File: src/rtl/dma_hs_pkg.sv
package dma_hs_pkg;

    typedef enum logic [1:0] {
        STB_CS  = 2'd0,
        STB_RD  = 2'd1,
        STB_WR  = 2'd2,
        STB_ACK = 2'd3
    } stb_sel_e;

    typedef enum logic [1:0] {
        CH_IDLE = 2'd0,
        CH_REQ  = 2'd1,
        CH_GAP  = 2'd2
    } ch_state_e;

    typedef struct packed {
        logic     en;
        logic     burst;
        logic     dir_tx;
        logic     zlp_app;
        logic     tc_en;
        stb_sel_e sel;
    } ch_mode_t;

    typedef struct packed {
        logic xfer;
        logic dend;
        logic zlp_send;
        logic buf_clr;
    } ch_evt_t;

    // Bit order of the per-channel strobe edge vector: cs, rd, wr, own ack.
    localparam int STB_NUM = 4;

    function automatic logic pick_strobe(stb_sel_e sel, logic [STB_NUM-1:0] edges);
        logic hit;
        case (sel)
            STB_CS:  hit = edges[0];
            STB_RD:  hit = edges[1];
            STB_WR:  hit = edges[2];
            default: hit = edges[3];
        endcase
        return hit;
    endfunction

endpackage

File: src/rtl/dma_hs_sync.sv
module dma_hs_sync #(
    parameter int W           = 1,
    parameter bit DETECT_RISE = 1'b1
) (
    input  logic         clk,
    input  logic         rst,
    input  logic [W-1:0] pin_n,
    output logic [W-1:0] edge_evt
);
    logic [W-1:0] meta_q;
    logic [W-1:0] sync_q;
    logic [W-1:0] hist_q;

    always_ff @(posedge clk) begin
        if (rst) begin
            meta_q <= '1;
            sync_q <= '1;
            hist_q <= '1;
        end else begin
            meta_q <= pin_n;
            sync_q <= meta_q;
            hist_q <= sync_q;
        end
    end

    generate
        if (DETECT_RISE) begin : g_rise
            assign edge_evt = sync_q & ~hist_q;
        end else begin : g_fall
            assign edge_evt = ~sync_q & hist_q;
        end
    endgenerate

endmodule

File: src/rtl/dma_hs_chan.sv
module dma_hs_chan
    import dma_hs_pkg::*;
#(
    parameter int LEN_W = 8,
    parameter int CNT_W = 8
) (
    input  logic               clk,
    input  logic               rst,
    input  ch_mode_t           mode,
    input  logic [LEN_W-1:0]   len,
    input  logic [CNT_W-1:0]   tc_limit,
    input  logic               fifo_ready,
    input  logic [STB_NUM-1:0] stb_rise,
    input  logic               dend_fall,
    input  logic               zlp_rx,
    input  logic               done_clr,
    output logic               dreq,
    output ch_evt_t            evt,
    output logic               done
);
    ch_state_e        st_q;
    logic [LEN_W-1:0] rem_q;
    logic [CNT_W-1:0] tc_left_q;
    logic             tc_live_q;
    logic             done_q;
    ch_evt_t          evt_q;

    logic             stb_hit;
    logic             xfer_evt;
    logic             last_evt;
    logic             dend_end;
    logic             zlp_end;
    logic             run_end;
    logic [LEN_W-1:0] len_eff;

    always_comb begin
        stb_hit  = pick_strobe(mode.sel, stb_rise);
        xfer_evt = (st_q == CH_REQ) && stb_hit;
        last_evt = xfer_evt && (rem_q == LEN_W'(1));
        dend_end = mode.dir_tx && dend_fall && (rem_q != '0);
        zlp_end  = !mode.dir_tx && zlp_rx && mode.en && !done_q;
        run_end  = last_evt || dend_end || zlp_end;
        len_eff  = (len == '0) ? LEN_W'(1) : len;
    end

    always_ff @(posedge clk) begin
        if (rst) begin
            st_q      <= CH_IDLE;
            rem_q     <= '0;
            tc_left_q <= '0;
            tc_live_q <= 1'b0;
            done_q    <= 1'b0;
            evt_q     <= '0;
        end else begin
            evt_q.xfer     <= xfer_evt;
            evt_q.dend     <= last_evt && !mode.dir_tx;
            evt_q.zlp_send <= dend_end && mode.zlp_app;
            evt_q.buf_clr  <= zlp_end;

            if (done_clr) begin
                done_q    <= 1'b0;
                tc_live_q <= 1'b0;
            end

            if (run_end) begin
                rem_q <= '0;
                st_q  <= CH_GAP;
                if (mode.tc_en && tc_live_q) begin
                    tc_left_q <= tc_left_q - CNT_W'(1);
                    if (tc_left_q <= CNT_W'(1)) begin
                        done_q    <= 1'b1;
                        tc_live_q <= 1'b0;
                    end
                end
            end else begin
                case (st_q)
                    CH_IDLE: begin
                        if (!mode.en) begin
                            rem_q <= '0;
                        end else if (!done_q && fifo_ready) begin
                            st_q <= CH_REQ;
                            if (rem_q == '0) begin
                                rem_q <= len_eff;
                            end
                            if (mode.tc_en && !tc_live_q) begin
                                tc_left_q <= tc_limit;
                                tc_live_q <= 1'b1;
                            end
                        end
                    end
                    CH_REQ: begin
                        if (!mode.en) begin
                            st_q <= CH_IDLE;
                        end else if (xfer_evt) begin
                            rem_q <= rem_q - LEN_W'(1);
                            if (!mode.burst) begin
                                st_q <= CH_GAP;
                            end
                        end
                    end
                    default: st_q <= CH_IDLE;
                endcase
            end
        end
    end

    assign dreq = (st_q == CH_REQ) && fifo_ready && mode.en;
    assign evt  = evt_q;
    assign done = done_q;

endmodule

File: src/rtl/dma_hs_ctrl.sv
module dma_hs_ctrl
    import dma_hs_pkg::*;
#(
    parameter int NCH   = 2,
    parameter int LEN_W = 8,
    parameter int CNT_W = 8
) (
    input  logic                 clk,
    input  logic                 rst,
    input  logic [NCH-1:0]       cfg_en,
    input  logic [NCH-1:0]       cfg_burst,
    input  logic [NCH-1:0]       cfg_dir_tx,
    input  logic [NCH-1:0]       cfg_zlp_app,
    input  logic [NCH-1:0]       cfg_tc_en,
    input  logic [2*NCH-1:0]     cfg_stb_sel,
    input  logic [LEN_W*NCH-1:0] cfg_len,
    input  logic [CNT_W*NCH-1:0] cfg_tc_limit,
    input  logic [NCH-1:0]       done_clr,
    input  logic [NCH-1:0]       fifo_ready,
    input  logic [NCH-1:0]       zlp_rx,
    input  logic                 cs_n,
    input  logic                 rd_n,
    input  logic                 wr_n,
    input  logic [NCH-1:0]       dack_n,
    input  logic [NCH-1:0]       dend_n_i,
    output logic [NCH-1:0]       dreq,
    output logic [NCH-1:0]       xfer,
    output logic [NCH-1:0]       dend_oe,
    output logic [NCH-1:0]       zlp_send,
    output logic [NCH-1:0]       buf_clr,
    output logic [NCH-1:0]       done
);
    localparam int SHARED_W = 3;
    localparam int STB_W    = SHARED_W + NCH;

    logic [STB_W-1:0] stb_rise;
    logic [NCH-1:0]   dend_fall;

    dma_hs_sync #(.W(STB_W), .DETECT_RISE(1'b1)) i_stb_sync (
        .clk      (clk),
        .rst      (rst),
        .pin_n    ({dack_n, wr_n, rd_n, cs_n}),
        .edge_evt (stb_rise)
    );

    dma_hs_sync #(.W(NCH), .DETECT_RISE(1'b0)) i_dend_sync (
        .clk      (clk),
        .rst      (rst),
        .pin_n    (dend_n_i),
        .edge_evt (dend_fall)
    );

    for (genvar c = 0; c < NCH; c++) begin : g_ch
        ch_mode_t           mode;
        ch_evt_t            evt;
        logic [STB_NUM-1:0] ch_rise;

        assign mode.en      = cfg_en[c];
        assign mode.burst   = cfg_burst[c];
        assign mode.dir_tx  = cfg_dir_tx[c];
        assign mode.zlp_app = cfg_zlp_app[c];
        assign mode.tc_en   = cfg_tc_en[c];
        assign mode.sel     = stb_sel_e'(cfg_stb_sel[2*c +: 2]);
        assign ch_rise      = {stb_rise[SHARED_W+c], stb_rise[SHARED_W-1:0]};

        dma_hs_chan #(.LEN_W(LEN_W), .CNT_W(CNT_W)) i_chan (
            .clk        (clk),
            .rst        (rst),
            .mode       (mode),
            .len        (cfg_len[LEN_W*c +: LEN_W]),
            .tc_limit   (cfg_tc_limit[CNT_W*c +: CNT_W]),
            .fifo_ready (fifo_ready[c]),
            .stb_rise   (ch_rise),
            .dend_fall  (dend_fall[c]),
            .zlp_rx     (zlp_rx[c]),
            .done_clr   (done_clr[c]),
            .dreq       (dreq[c]),
            .evt        (evt),
            .done       (done[c])
        );

        assign xfer[c]     = evt.xfer;
        assign dend_oe[c]  = evt.dend;
        assign zlp_send[c] = evt.zlp_send;
        assign buf_clr[c]  = evt.buf_clr;
    end

endmodule

File: config.mk
export PLATFORM = sky130hd
export DESIGN_NAME = dma_hs_ctrl
export DESIGN_NICKNAME = d
export VERILOG_FILES = /design/src/rtl/dma_hs_pkg.sv /design/src/rtl/dma_hs_sync.sv /design/src/rtl/dma_hs_chan.sv /design/src/rtl/dma_hs_ctrl.sv
export SDC_FILE = /design/constraint.sdc
export NUM_CORES = 1
export LEC_CHECK = 0
export CELL_PAD_IN_SITES_DETAIL_PLACEMENT = 0
export CELL_PAD_IN_SITES_GLOBAL_PLACEMENT = 1
export CORE_MARGIN = 4
export CORE_UTILIZATION = 43
export CTS_CLUSTER_DIAMETER = 120
export DETAILED_ROUTE_END_ITERATION = 8
export DONT_BUFFER_PORTS = 1
export HOLD_SLACK_MARGIN = 0.02
export PLACE_DENSITY = 0.78
export SETUP_SLACK_MARGIN = 0.2
export SYNTH_ARGS = -nofsm -noshare
export SYNTH_HDL_FRONTEND = slang
export SYNTH_HIERARCHICAL = 1
export SYNTH_SLANG_ARGS = --single-unit
export TNS_END_PERCENT = 10
File: constraint.sdc
create_clock -name clk -period 1.95 [get_ports clk]
set_clock_uncertainty 0.05 [all_clocks]
set_input_delay 0.2925 -clock clk [delete_from_list [all_inputs] [get_ports clk]]
set_output_delay 0.2925 -clock clk [all_outputs]
set_load 0.05 [all_outputs]
# ---- After elaboration in Yosys (flattened, before gate mapping)
# Cells that the tools add are included.
dict set report totals {
  register_bits 69
  output_inout_bits 12
  elab_cells 204
}
dict set report classes {
  add_sub_neg 4
  order_cmp 2
  n_eq_ne 34
  n_mux 66
  bitwise 4
  reduce_logical 68
}
# operator n
set op_table {}
lappend op_table {{$mux W8} 24}
lappend op_table {{$logic_not A8 Y1} 4}
lappend op_table {{$pmux W8 S2} 2}
lappend op_table {{$sub A8 B1 Y8 const B} 4}
lappend op_table {{$logic_and A1 B1 Y1} 28}
lappend op_table {{$mux W1} 24}
lappend op_table {{$mux W2} 12}
lappend op_table {{$ne A3 B2 Y1 const B} 8}
lappend op_table {{$reduce_and A5 Y1} 4}
lappend op_table {{$reduce_bool A2 Y1} 10}
lappend op_table {{$eq A8 B1 Y1 const B} 2}
lappend op_table {{$le A8 B1 Y1 const B} 2}
lappend op_table {{$reduce_and A4 Y1} 4}
lappend op_table {{$reduce_bool A8 Y1} 2}
lappend op_table {{$ne A2 B2 Y1 const B} 6}
lappend op_table {{$eq A2 B1 Y1 const B} 4}
lappend op_table {{$logic_not A2 Y1} 4}
lappend op_table {{$ne A2 B1 Y1 const B} 4}
lappend op_table {{$ne A4 B2 Y1 const B} 2}
lappend op_table {{$ne A4 B3 Y1 const B} 2}
lappend op_table {{$pmux W2 S2} 2}
lappend op_table {{$logic_not A1 Y1} 6}
lappend op_table {{$ne A3 B1 Y1 const B} 2}
lappend op_table {{$ne A3 B3 Y1 const B} 2}
lappend op_table {{other kinds (8)} 14}

# ---- Depth between registers and ports, before layout
dict set report depth {
  depth_word 9
  mapped_depth 9
}

# ---- Modules after synthesis
# The synthesis kept the hierarchy.
# module n_inst cells_per_inst area_each_um2
set modules_own_cells {}
lappend modules_own_cells {{dma_hs_chan (g_ch[0].i_chan)} 1 177 1514.0}
lappend modules_own_cells {{dma_hs_chan (g_ch[1].i_chan)} 1 178 1505.2}
lappend modules_own_cells {{dma_hs_sync (i_stb_sync)} 1 36 436.7}
lappend modules_own_cells {{dma_hs_sync (i_dend_sync)} 1 14 170.2}

# ---- Worst setup path before layout
# No wires, ideal clock.
dict set report synth_timing {
  path_type {register to register}
  start {register g_ch[1].i_chan.done_q}
  end {register g_ch[1].i_chan.tc_left_q[6]}
  setup_time_ns 0.079
  arrival_ns 1.954
  required_time_ns 1.821
  setup_slack_ns -0.132
  stages_incl_launch_ff 6
  n_path_buf 1
  cell_sequence {dfxtp_1 > or4bb_1 > and3_1 > buf_6 > or4_1 > o211ai_1}
}
dict set report synth_via {
  elab_chain_cells 5
  word_cells_on_any_way 11
  classes_between {eq/ne: 1; mux: 1; reduce/logical: 9}
}
# item line
set synth_lines {}
lappend synth_lines {{start, declared} dma_hs_chan.sv:25} ;# logic done_q;
lappend synth_lines {{start signal, assigned} dma_hs_chan.sv:52} ;# done_q <= 1'b0;
lappend synth_lines {{start signal, assigned} dma_hs_chan.sv:61} ;# done_q <= 1'b0;
lappend synth_lines {{start signal, assigned} dma_hs_chan.sv:71} ;# done_q <= 1'b1;
lappend synth_lines {{$logic_not A1 Y1 *} {dma_hs_chan.sv:41, dma_hs_chan.sv:80}}
lappend synth_lines {{$logic_and A1 B1 Y1} dma_hs_chan.sv:41} ;# zlp_end = !mode.dir_tx && zlp_rx && mode.en && !done_q;
lappend synth_lines {{$logic_or A1 B1 Y1} dma_hs_chan.sv:42} ;# run_end = last_evt || dend_end || zlp_end;
lappend synth_lines {{$ne A2 B2 Y1 (no line) or $reduce_bool A2 Y1 (tied branches)} -}
lappend synth_lines {{$reduce_and A5 Y1 (no line)} -}
lappend synth_lines {{end signal, assigned} dma_hs_chan.sv:69} ;# tc_left_q <= tc_left_q - CNT_W'(1);
lappend synth_lines {{end signal, assigned} dma_hs_chan.sv:86} ;# tc_left_q <= tc_limit;
lappend synth_lines {{end, declared} dma_hs_chan.sv:23} ;# logic [CNT_W-1:0] tc_left_q;
# Every way passes the cells marked *; elsewhere a longest branch is shown, timed or not.
# A chain may end at the register's enable or synchronous reset.

# ---- Final worst setup path
dict set report layout_timing {
  start {register i_stb_sync.sync_q[0]}
  end {register g_ch[1].i_chan.tc_left_q[1]}
}
dict set report layout_via {
  elab_chain_cells 8
  word_cells_on_any_way 13
  classes_between {eq/ne: 1; mux: 2; bitwise: 1; reduce/logical: 9}
}
# item line
set layout_lines {}
lappend layout_lines {{start, declared} dma_hs_sync.sv:11} ;# logic [W-1:0] sync_q;
lappend layout_lines {{start signal, assigned} dma_hs_sync.sv:21} ;# sync_q <= meta_q;
lappend layout_lines {{$and A5 B5 Y5 *} dma_hs_sync.sv:28} ;# assign edge_evt = sync_q & ~hist_q;
lappend layout_lines {{named net stb_rise[0]} dma_hs_ctrl.sv:36} ;# logic [STB_W-1:0] stb_rise;
lappend layout_lines {{$pmux W1 S3 *} dma_hs_pkg.sv:37} ;# case (sel)
lappend layout_lines {{$logic_and A1 B1 Y1 *} dma_hs_chan.sv:38} ;# xfer_evt = (st_q == CH_REQ) && stb_hit;
lappend layout_lines {{$logic_and A1 B1 Y1 *} dma_hs_chan.sv:39} ;# last_evt = xfer_evt && (rem_q == LEN_W'(1));
lappend layout_lines {{$logic_or A1 B1 Y1 * (2 in a row)} dma_hs_chan.sv:42}
lappend layout_lines {{$ne A2 B2 Y1 (no line) or $reduce_bool A2 Y1 (tied branches)} -}
lappend layout_lines {{$reduce_and A5 Y1 (no line)} -}
# Mark *: on every way through the listed nets, which the timed path passes. The rest lies on a longest branch.

==> impl_metrics.yaml <==
run_status:
  status: "finished with violations"
  failed_checks: "negative setup slack"
sta:
  grt_setup_unrepaired: "yes"
  fin_crit_sh_pct: 101.3
  worstMarginPinSlew_ps: 916.4
  setup_ws_ps: -24.84
  tns_ps: -24.84
  timing.slew.headroom_pct: 38.71
  period_minus_slack_ps: 1975
  finalMaxSlewViolations: 0
  fmax_mhz: 506.4
  setup_viol: 1
  report.final.hold_viol_count: 0
placement:
  place_hpwl_um: 6923
  place_ws_ps: -45.02
  gp_congestion: 0.8161
  port_buffers: 0
worst_setup_path:
  r2r_slack_ps: -20
  timing.rr.end: "g_ch[1].i_chan/tc_left_q[1]$_SDFFE_PP0P_"
  critical_path_class: "flip-flop to flip-flop"
  critPathRequiredTime_ps: 2150
  ff2ff_path_depth: 6
  end_kind: "flip-flop"
  crit_fanout: 6
  startpoint_type: "flip-flop"
  critical_path_arrival_ps: 2170
  critical_path.endpoint: "g_ch[1].i_chan/tc_left_q[1]$_SDFFE_PP0P_"
  critical_path.startpoint: "i_stb_sync/sync_q[0]$_SDFF_PP1_"
  r2r_start: "i_stb_sync/sync_q[0]$_SDFF_PP1_"
clock_tree:
  cts-htree-levels: 3
  clockBufferDepth: 2
  clk_root_buffer_cell: "clkbuf_8"
  cts_tree: "done"
  insertion_delay_ps: 330
  cts-buffers-inserted: 9
  clock-sinks: 69
  clkTransAtPathRegs_ps: 70
power_and_ir_drop:
  p_clk_share_pct: 32.3
  switchingPower_uw: 1017
  cellPowerDensity_mw_per_mm2: 722.9
  switching_share_pct: 28.67
  power.leakage_uw: 0.001942
  ir_drop_v: 0.0003771
  cellInternalPower_uw: 2529
  combPwrFrac_pct: 23.7
  pwr-share-seq_pct: 44.0
floorplanning:
  rows: 33
  io_pins: 73
  dieArea_mm2: 0.009966
  core_mm2: 0.008217
  die_x_um: 99.83
  die_h_um: 99.83
  start_util_pct: 44.13
hold_path:
  worstHoldStart: "cfg_tc_limit[0]"
  hold_class: "primary input to flip-flop"
  hold_path_depth: 1
synth:
  yosys_warnings: 6
  synth_ff_type: "dfxtp_1"
  ys_seq_elements: 69
  synth.area.top_cells: "dfxtp_1, or2_1, nand2_1, ha_1, nor2_1"
  syn_nets: 476
  yosys.area.top_type: "dfxtp_1"
  synth.distinct_cells: 60
  synthArstFlopShare_pct: 0
  avgSynthCellArea_um2: 8.953
  ys_seq_area_share_pct: 38.10
  synth_edf_count: 0
  synth_cells: 405
  syn_area_mm2: 0.003626
  synth.top_cell.area_share_pct: 38.10
drt:
  drtIter0Drc: 98
  vias: 3429
  drc: 0
  via_per_inst: 5.872
  drtAntennaViolNets: 0
  wl_per_cell_um: 18.21
  drt-pass1-iter-count: 5
  drt-total-wl_um: 10640
layout:
  final_common_cell: "dfxtp_1"
  drive_above_1_share_pct: 36.12
  seqCellArea_mm2: 0.001409
  antennaDiodeCount: 0
  fin_nets: 545
  final_cell_mix: "dfxtp_1, buf_4, nand2_1, or2_1, nor2_1"
  final_core_util_pct: 59.69
  nFillCells: 722
  syn2layout_area_growth_pct: 35.27
  multiInputGateArea_mm2: 0.002534
global_route:
  grt_pass1_vias: 3470
  grt_max_degree: 29
  antenna_found_initial: 0
  grt_overflow: 0
  grt_pass1_wl_um: 17050
  grtUsageTotal_pct: 21.25
flow_run:
  max_cap_violations: 0
critical path, cell delays in order, from the launching register on:
cell and delay, ps:
dfxtp_2 320, nor2b_4 120, mux4_2 510, nand4b_4 140, and3_4 250, mux2_4 310, a221oi_2 190
layer usage:
| metal | up-vias | routed length [um] | GRT usage [%] |
|---|---|---|---|
| met1 | 1648 | 4929 | 29.04 |
| met4 | 0 | 165 | 7.038 |
| met3 | 19 | 458 | 3.614 |
| met5 | - | 0 | 0 |
| met2 | 96 | 5083 | 34.12 |
| li1 | 1666 | - | - |
area by class of cell:
cell class,instances,area share [%]
Clock buffer,16,4.082
Inverter,10,0.7653
Multi-Input combinational cell,314,51.66
Sequential cell,69,28.72
Tap cell,105,2.679
Timing Repair Buffer,70,12.09
cell families (layout without fill, tap and decap cells):
kind of cell | after synthesis | count (layout) | share of synthesized area (%)
compound gates | 91 | 91 | 18.12
xor+xnor | 8 | 8 | 1.932
fa+ha+maj | 10 | 10 | 3.451
buf+inv | 25 | 96 | 3.520
flops | 69 | 69 | 38.10
mux | 4 | 4 | 1.863
simple gates | 198 | 201 | 33.02
stage by stage:
stage | instances | hold WS (ps) | cell area [um2] | power (uW)
floorplan | 405 | 319.9 | 3670 | 2015
detailed placement | 547 | 320.6 | 4098 | 2220
CTS | 580 | 20.85 | 4781 | 3505
finish | 584 | 31.92 | 4905 | 3546
global route | 584 | 21.81 | 4905 | 3716
global placement | 547 | 317.6 | 4098 | 2213
timing repair:
action                                  4_1_cts  5_1_grt
setup buffers                                 5        4
cloned                                        3        0
endpoints found under the setup margin       40       44
hold buffers                                  9        0
gates resized for setup                      78       21
endpoints found under the hold margin        31        0
pin swaps                                    30       20
power groups by stage:
stage                     logic (uW)  clock network [uW]  registers [uW]
after floorplan                  447                   0            1570
after global placement           637                   0            1580
after detailed placement         643                   0            1580
after CTS                        779                1170            1550
after global routing             913                1230            1570
final                            839                1150            1560
registers in the layout (all words and copies together), names as in the netlist:
register               count
i_dend_sync/sync_q         2
i_stb_sync/hist_q          5
g_ch.i_chan/done           2
i_stb_sync/sync_q          5
g_ch.i_chan/evt            8
i_stb_sync/meta_q          5
i_dend_sync/hist_q         2
g_ch.i_chan/rem_q         16
g_ch.i_chan/tc_left_q     16
g_ch.i_chan/tc_live_q      2
g_ch.i_chan/st_q           4
i_dend_sync/meta_q         2
Yosys cell counts, types with 7 or more instances:
cell type,number
nor2_1,25
nand3_1,17
a31oi_1,10
nand2_1,34
a211o_1,8
and3_1,12
clkbuf_1,10
a21oi_1,17
o21ai_0,9
inv_1,10
dfxtp_1,69
ha_1,10
nor2b_1,13
nor4_1,15
nor3_1,7
or2_1,21
how the worst min path moves through the flow:
stage,endpoint
2_1_floorplan,g_ch[0].i_chan/evt[2]$_SDFF_PP0_
6_report,g_ch[0].i_chan/tc_left_q[0]$_SDFFE_PP0P_
5_1_grt,g_ch[0].i_chan/tc_left_q[0]$_SDFFE_PP0P_
4_1_cts,i_stb_sync/meta_q[4]$_SDFF_PP1_
3_5_place_dp,g_ch[1].i_chan/st_q[1]$_SDFFE_PP0P_
3_3_place_gp,g_ch[1].i_chan/st_q[1]$_SDFFE_PP0P_
Note: power is estimated with default switching activity, not from simulation.
